[src/rtl/rx_clock_recovery_pkg.sv]
package rx_clock_recovery_pkg;

  // Per-cell correction the phase counter applies to its low phase
  typedef enum logic [1:0] {
    ADJ_NONE  = 2'd0,
    ADJ_SHORT = 2'd1,
    ADJ_LONG  = 2'd2
  } adj_e;

  localparam int unsigned RAILS = 2;
  localparam int unsigned RAIL_POS = 0;
  localparam int unsigned RAIL_NEG = 1;

endpackage

[src/rtl/rx_rail_edge.sv]
module rx_rail_edge #(
  parameter int unsigned STAGES = 2
) (
  input  logic clk_i,
  input  logic rst_ni,
  input  logic rail_i,
  output logic edge_o
);

  logic [STAGES-1:0] sync_q;
  logic [STAGES-1:0] sync_d;
  logic              last_q;
  logic              last_d;

  for (genvar i = 0; i < STAGES; i++) begin : g_stage
    if (i == 0) begin : g_first
      assign sync_d[i] = rail_i;
    end else begin : g_next
      assign sync_d[i] = sync_q[i-1];
    end
  end

  assign last_d = sync_q[STAGES-1];
  assign edge_o = sync_q[STAGES-1] & ~last_q;

  always_ff @(posedge clk_i or negedge rst_ni) begin
    if (!rst_ni) begin
      sync_q <= '0;
      last_q <= 1'b0;
    end else begin
      sync_q <= sync_d;
      last_q <= last_d;
    end
  end

endmodule

[src/rtl/rx_phase_counter.sv]
module rx_phase_counter
  import rx_clock_recovery_pkg::*;
#(
  parameter int unsigned OSR = 16,
  parameter int unsigned TGT = 4
) (
  input  logic clk_i,
  input  logic rst_ni,
  input  logic edge_i,
  output logic rec_clk_o,
  output logic sample_o
);

  localparam int unsigned HALF   = OSR / 2;
  localparam int unsigned CW     = $clog2(OSR + 2);
  localparam int unsigned SAMPLE = TGT + HALF - 1;
  localparam int unsigned END_N  = OSR - 1;

  logic [CW-1:0] cnt_q, cnt_d;
  adj_e          adj_q, adj_d, adj_eff;
  logic          clk_q, clk_d;
  logic [CW-1:0] end_tick;
  logic          wrap;

  function automatic adj_e classify(input logic [CW-1:0] pos);
    if (pos == CW'(TGT)) begin
      return ADJ_NONE;
    end else if ((pos > CW'(TGT)) && (pos < CW'(TGT + HALF))) begin
      return ADJ_LONG;
    end else begin
      return ADJ_SHORT;
    end
  endfunction

  always_comb begin
    adj_eff = edge_i ? classify(cnt_q) : adj_q;
    case (adj_eff)
      ADJ_SHORT: end_tick = CW'(END_N - 1);
      ADJ_LONG:  end_tick = CW'(END_N + 1);
      default:   end_tick = CW'(END_N);
    endcase
    wrap  = (cnt_q >= end_tick);
    cnt_d = wrap ? '0 : cnt_q + 1'b1;
    adj_d = wrap ? ADJ_NONE : adj_eff;
    clk_d = (cnt_d < CW'(HALF));
  end

  assign sample_o  = (cnt_q == CW'(SAMPLE));
  assign rec_clk_o = clk_q;

  always_ff @(posedge clk_i or negedge rst_ni) begin
    if (!rst_ni) begin
      cnt_q <= '0;
      adj_q <= ADJ_NONE;
      clk_q <= 1'b1;
    end else begin
      cnt_q <= cnt_d;
      adj_q <= adj_d;
      clk_q <= clk_d;
    end
  end

endmodule

[src/rtl/rx_mark_sampler.sv]
module rx_mark_sampler
  import rx_clock_recovery_pkg::*;
(
  input  logic             clk_i,
  input  logic             rst_ni,
  input  logic [RAILS-1:0] edge_i,
  input  logic             sample_i,
  output logic [RAILS-1:0] nrz_o
);

  logic [RAILS-1:0] acc_q, acc_d;
  logic [RAILS-1:0] nrz_q, nrz_d;
  logic             nrz_en;

  always_comb begin
    nrz_en = sample_i;
    nrz_d  = acc_q | edge_i;
    acc_d  = sample_i ? '0 : (acc_q | edge_i);
  end

  assign nrz_o = nrz_q;

  always_ff @(posedge clk_i or negedge rst_ni) begin
    if (!rst_ni) begin
      acc_q <= '0;
    end else begin
      acc_q <= acc_d;
    end
  end

  always_ff @(posedge clk_i or negedge rst_ni) begin
    if (!rst_ni) begin
      nrz_q <= '0;
    end else if (nrz_en) begin
      nrz_q <= nrz_d;
    end
  end

endmodule

[src/rtl/rx_clock_recovery.sv]
module rx_clock_recovery
  import rx_clock_recovery_pkg::*;
#(
  parameter int unsigned OSR         = 16,
  parameter int unsigned TGT         = 4,
  parameter int unsigned SYNC_STAGES = 2
) (
  input  logic clk_i,
  input  logic rst_ni,
  input  logic cdr_en_i,
  input  logic dual_rail_i,
  input  logic rx_pos_i,
  input  logic rx_neg_i,
  input  logic alos_i,
  output logic rclk_o,
  output logic rpos_o,
  output logic rneg_o
);

  logic [RAILS-1:0] rails;
  logic [RAILS-1:0] edges;
  logic [RAILS-1:0] nrz;
  logic             edge_any;
  logic             rec_clk;
  logic             sample;
  logic             nrz_pos;
  logic             nrz_neg;

  assign rails[RAIL_POS] = rx_pos_i;
  assign rails[RAIL_NEG] = rx_neg_i;

  for (genvar r = 0; r < RAILS; r++) begin : g_rail
    rx_rail_edge #(
      .STAGES(SYNC_STAGES)
    ) u_edge (
      .clk_i (clk_i),
      .rst_ni(rst_ni),
      .rail_i(rails[r]),
      .edge_o(edges[r])
    );
  end

  assign edge_any = |edges;

  rx_phase_counter #(
    .OSR(OSR),
    .TGT(TGT)
  ) u_phase (
    .clk_i    (clk_i),
    .rst_ni   (rst_ni),
    .edge_i   (edge_any),
    .rec_clk_o(rec_clk),
    .sample_o (sample)
  );

  rx_mark_sampler u_marks (
    .clk_i   (clk_i),
    .rst_ni  (rst_ni),
    .edge_i  (edges),
    .sample_i(sample),
    .nrz_o   (nrz)
  );

  assign nrz_pos = nrz[RAIL_POS];
  assign nrz_neg = nrz[RAIL_NEG];

  always_comb begin
    if (cdr_en_i) begin
      rclk_o = rec_clk;
      rpos_o = dual_rail_i ? nrz_pos : (nrz_pos | nrz_neg);
      rneg_o = dual_rail_i ? nrz_neg : 1'b0;
    end else begin
      rclk_o = alos_i;
      rpos_o = rx_pos_i;
      rneg_o = rx_neg_i;
    end
  end

endmodule

[config.mk]
export PLATFORM = sky130hd
export DESIGN_NAME = rx_clock_recovery
export DESIGN_NICKNAME = d
export VERILOG_FILES = /design/src/rtl/rx_clock_recovery_pkg.sv /design/src/rtl/rx_rail_edge.sv /design/src/rtl/rx_phase_counter.sv /design/src/rtl/rx_mark_sampler.sv /design/src/rtl/rx_clock_recovery.sv
export SDC_FILE = /design/constraint.sdc
export NUM_CORES = 1
export LEC_CHECK = 0
export BUFFER_PORTS_ARGS = -buffer_cell sky130_fd_sc_hd__buf_2
export CAP_MARGIN = 0
export CORE_ASPECT_RATIO = 0.8
export CORE_MARGIN = 1.5
export CORE_UTILIZATION = 45
export CTS_BUF_LIST = sky130_fd_sc_hd__clkbuf_4 sky130_fd_sc_hd__clkbuf_8
export DETAILED_ROUTE_END_ITERATION = 8
export PLACE_DENSITY_LB_ADDON = 0.3
export SLEW_MARGIN = 20
export SYNTH_ARGS = -nofsm -noshare
export SYNTH_HDL_FRONTEND = slang
export SYNTH_SLANG_ARGS = --single-unit
[constraint.sdc]
create_clock -name clk_i -period 2.8 [get_ports clk_i]
set_input_delay 0.14 -clock clk_i [delete_from_list [all_inputs] [get_ports clk_i]]
set_output_delay 0.14 -clock clk_i [all_outputs]
set_load 0.01 [all_outputs]
* Word level (Yosys, flattened, before mapping) *
Cells that the tools add are included.

cells by class
  $add $sub $neg = 1
  $lt $le $gt $ge = 4
  eq/ne operators = 4
  muxes and demuxes = 12
  bitwise gates (word level) = 6
  reduce and logical (&&, ||, !) cells = 2

operators by type and width
  cell                 count
  $lt 5x4->1 const B   2
  $mux 2               5
  $pmux 5 s2           1
  $add 5x1->5 const B  1
  $eq 5x3->1 const B   1
  $eq 5x4->1 const B   1
  $ge 5x5->1           1
  $gt 5x3->1 const B   1
  $mux 1               5
  $mux 5               1
  $and 1x1->1          2
  $eq 2x1->1 const B   1
  $eq 2x2->1 const B   1
  $not 1->1            2
  $or 2x2->2           1
  $reduce_or 2->1      1
  $logic_and 1x1->1    1
  $or 1x1->1           1

word-level totals
  bits in registers = 18
  input port bits = 7

* Longest topological paths before layout *
  depth after elaboration = 10
  mapped depth = 9
  gate-level depth less buffers = 9

* By module *
A second synthesis with hierarchy kept.

unflattened totals
  cell total of the unflattened synthesis = 86
  area total of the unflattened synthesis = 945.9 µm²

modules (own cells, without submodules)
  module             instances  cells each  area an instance (µm²)  seq. area each (µm²)
  rx_phase_counter   1          57          580.6                   201.4
  rx_rail_edge       2          4           88.8                    75.1
  rx_mark_sampler    1          12          132.6                   100.1
  rx_clock_recovery  1          9           55.1                    0.0

* Worst setup path after synthesis *
No wires, ideal clock.

  path type = reg-to-reg
  start = register u_phase.cnt_q[2]
  end = register u_phase.clk_q (netlist: u_phase.rec_clk_o)
  setup time = 0.077 ns
  arrival time = 1.984 ns
  setup slack = 0.739 ns
  stages on the path, launching flop included = 10
  buffers on the path = 0
  cells stage by stage = dfrtp_1 -> nand2b_1 -> a21o_1 -> mux2i_1 -> ha_1 -> ha_1 -> nand2b_1 -> a21oi_1 -> o21ai_2 -> a21o_1

between the ends
  longest elaborated chain between the ends = 10
  elaborated cells on any way between the ends = 14

RTL lines
  element                                   line                    source
  start, declared                           rx_phase_counter.sv:19  logic [CW-1:0] cnt_q, cnt_d;
  start signal, assigned                    rx_phase_counter.sv:57  cnt_q <= cnt_d;
  $gt 5x3->1 or $lt 5x4->1 (tied branches)  rx_phase_counter.sv:28  end else if ((pos > CW'(TGT)) && (pos < CW'(TGT + HALF))) begin
  $logic_and 1x1->1                         rx_phase_counter.sv:28
  $mux 2                                    rx_phase_counter.sv:28
  $mux 2                                    rx_phase_counter.sv:26  if (pos == CW'(TGT)) begin
  $mux 2                                    rx_phase_counter.sv:36  adj_eff = edge_i ? classify(cnt_q) : adj_q;
  $eq 2x2->1 or $eq 2x1->1 (tied branches)  rx_phase_counter.sv:37  case (adj_eff)
  $pmux 5 s2                                rx_phase_counter.sv:37
  $ge 5x5->1                                rx_phase_counter.sv:42  wrap = (cnt_q >= end_tick);
  $mux 5 *                                  rx_phase_counter.sv:43  cnt_d = wrap ? '0 : cnt_q + 1'b1;
  $lt 5x4->1 *                              rx_phase_counter.sv:45  clk_d = (cnt_d < CW'(HALF));
  named net u_phase.clk_d                   rx_phase_counter.sv:21  logic clk_q, clk_d;
  end signal, assigned                      rx_phase_counter.sv:59  clk_q <= clk_d;
  end, declared                             rx_phase_counter.sv:21

The timed path passes the listed nets; every way through them passes the cells marked *.
A chain may end at the register's enable or synchronous reset.

* Worst setup path after layout *
Same ends and word-level chain as after synthesis.

==> flow_summary.toml <==
[status]
outcome = "finished, final reports clean"

[routing]
drt-pass1-iter-count = 4
routed_wire_length_per_instance_um = 11.3
route.detailed.drc = 0
final_antenna_net_count = 0
detailedRoute.firstIterationViolations = 5
vias = 557
vias_per_cell = 4.89
total_wire_length_after_detailed_routing_um = 1290

[placement]
hpwl_um = 978
dpl_worst_slack_ns = 0.533
gpl.final_weighted_congestion = 0.739
place.port_buffers = 9

[logic_synthesis]
synth_warnings = 0
netlist_area_sq_um = 823
syn_nets = 90
syn-instance-count = 76
synth-compound-area-share_pct = 10.9
synthDistinctLibCells = 21
synthXorXnorAreaFrac_pct = 3.19
synth-seq-area-share_pct = 54.9
synth_fa_ha_area_share_pct = 10.6
muxShareOfSynthArea_pct = 2.58
combinational_family_with_the_most_area_after_synthesis = "simple AND/OR/NAND/NOR gates"
synthSimpleGateAreaFrac_pct = 15.5
postSynthAreaPerCell_sq_um = 10.8
ys_seq_elements = 18

[sta]
max_slew.worst_pin.slew_ns = 0.378
setup_tns_ns = 0
slew_violations = 0
min_period_over_period_pct = 81.0
timing.clock.skew_ns = 0.00308
setup-violations-final = 0
grt_setup_unrepaired = "no"
report.final.hold_viol_count = 0
maxSlewHeadroom_pct = 74.8
worst_slack_ns = 0.532
maxClockFrequency_mhz = 441
final.min_clock_period_ns = 2.27

[finish]
finish.utilization_pct = 57.4
num_antenna_cells = 0
final_common_cell = "sky130_fd_sc_hd__dfrtp_1"
final_layout_size_suffix_gt1_share_pct = 18.5
area_delta_synth_final_pct = 16.9
layout_common_cells = "17 x sky130_fd_sc_hd__dfrtp_1, 15 x sky130_fd_sc_hd__nor2_1, 9 x sky130_fd_sc_hd__buf_2"
layout.nets = 107

[clocking]
clock_tree_from_tritoncts = "done"
cts_num_sinks = 18
clk_path_buf_depth = 2
h-tree-depth = 1
clk_pin_slew_ns = 0.10
worstSkewPairLatency_ns = 0.29
tritoncts.num_buffers = 3
postCtsSetupRepairBufs = 0
clock-root-buffer = "sky130_fd_sc_hd__clkbuf_4"

[grt]
global_route_wire_length_before_repair_um = 2120
antenna_found_initial = 0
grt_max_degree = 19
gr-total-overflow = 0
global_route.usage.total_pct = 15.2
first_global_vias = 492

[power]
post-layout-total-power_mw = 0.981
vdd.ir_drop.worst_mv = 0.668
total_leakage_power_nw = 0.473
pwr_density_cell_mw_per_mm2 = 1020

[floorplanning]
core.rowCount = 13
die_area_sq_mm = 0.00210
core_area_sq_mm = 0.00168
dieWidth_um = 50.8
die_height_um = 41.3
io_pins = 10
floorplan.initialDensity_pct = 49.1

[worst_setup_path]
setup.worst_path.end_class = "flip-flop"
critPathLaunchType = "flip-flop"
worst-endpoint-arrival_ns = 2.50
path_max_fanout = 8
timing.critical_path.required_ns = 3.03
timing.critical_path.from = "u_phase.cnt_q[2]"
critPathKind = "reg2reg"
rrSetupSlack_ns = 0.53
rr_startpoint = "u_phase.cnt_q[2]"

[min_path]
min_path_type = "in2async"

[flow_run]
max_cap_viols = 0
[worst paths after layout]
kind	to	depth (start not counted)
worst max-delay path	u_phase.rec_clk_o	9
worst min-delay path	u_phase.adj_q[1]	2
worst max register to register	u_phase.rec_clk_o	9
worst min register to register	g_rail[0].u_edge.sync_q[1]	0
max in group asynchronous	u_phase.rec_clk_o	2
min in group clk_i	g_rail[0].u_edge.sync_q[1]	0
[layer usage]
layer,global-route usage [%],wire (um)
met2,21.7,565
met5,0,0
met3,6.57,53
met1,19.8,649
met4,8.11,17
[where the power goes]
group / switching (mW) / total, mW / internal [mW]
sequential: 0.0731 / 0.426 / 0.353
combinational: 0.212 / 0.400 / 0.188
clock: 0.0760 / 0.155 / 0.0793
total: 0.361 / 0.981 / 0.620
[cell type report]
class / count / area [sq um]
sequential: 18 / 452
timing repair buffer: 12 / 75.1
multi-input combinational: 53 / 353
inverter: 5 / 18.8
clock buffer: 4 / 36.3
fill: 145 / 713
tap: 22 / 27.5
[synthesized netlist by cell type]
master	instances	area share, %
sky130_fd_sc_hd__xnor2_1	1	1.1
sky130_fd_sc_hd__nand2_1	1	0.46
sky130_fd_sc_hd__a22o_1	1	1.1
sky130_fd_sc_hd__nand3_1	4	2.4
sky130_fd_sc_hd__inv_1	5	2.3
sky130_fd_sc_hd__o21ai_0	1	0.61
sky130_fd_sc_hd__mux2i_1	1	1.2
sky130_fd_sc_hd__dfrtp_1	17	52
sky130_fd_sc_hd__o21ba_1	1	1.2
sky130_fd_sc_hd__o21ai_1	1	0.61
sky130_fd_sc_hd__mux2_2	1	1.4
sky130_fd_sc_hd__dfstp_2	1	3.2
sky130_fd_sc_hd__nor2b_1	3	2.3
sky130_fd_sc_hd__nand2b_1	3	2.3
sky130_fd_sc_hd__ha_1	7	11
sky130_fd_sc_hd__a21oi_1	6	3.6
sky130_fd_sc_hd__xor2_1	2	2.1
sky130_fd_sc_hd__a21o_1	3	2.7
sky130_fd_sc_hd__nor3_2	1	1.2
sky130_fd_sc_hd__nor2_1	15	6.8
sky130_fd_sc_hd__o21ai_2	1	1.1
[metrics by stage]
stage / hold WS (ns) / std cells / instance area, sq um
floorplan: -0.156 / 76 / 823
global placement: 0.0835 / 107 / 896
detailed placement: 0.0805 / 107 / 896
CTS: 0.298 / 114 / 962
global route: 0.331 / 114 / 962
finish: 0.285 / 114 / 962
[cells by family (layout without fill, tap and decap cells)]
kind of cell	Yosys count	count (layout)
AOI/OAI and AO/OA	14	14
buffers and inverters	5	21
muxes	2	2
xor gates and xnor gates	3	3
DFF	18	18
and+or+nand+nor	27	27
adders and majority gates	7	7
[timing repair]
item	in CTS	in global routing
gates resized for setup	0	0
endpoints found under the hold margin	19	0
hold buffers	3	0
[worst max-delay path, stage by stage, from the launching register on]
cell and delay, ns:
sky130_fd_sc_hd__dfrtp_1 0.47, sky130_fd_sc_hd__nand2b_1 0.19, sky130_fd_sc_hd__a21o_1 0.16, sky130_fd_sc_hd__mux2i_1 0.19, sky130_fd_sc_hd__ha_1 0.27, sky130_fd_sc_hd__ha_1 0.26
sky130_fd_sc_hd__nand2b_1 0.14, sky130_fd_sc_hd__a21oi_1 0.19, sky130_fd_sc_hd__o21ai_2 0.15, sky130_fd_sc_hd__a21o_1 0.18
[flip-flops by register name, indices dropped and copies added (netlist names)]
| name | cells |
|---|---|
| g_rail.u_edge.last_q | 2 |
| g_rail.u_edge.sync_q | 4 |
| u_phase.rec_clk_o | 1 |
| u_marks.nrz_o | 2 |
| u_phase.cnt_q | 5 |
| u_marks.acc_q | 2 |
| u_phase.adj_q | 2 |
Power figures use the tool's default switching activity.
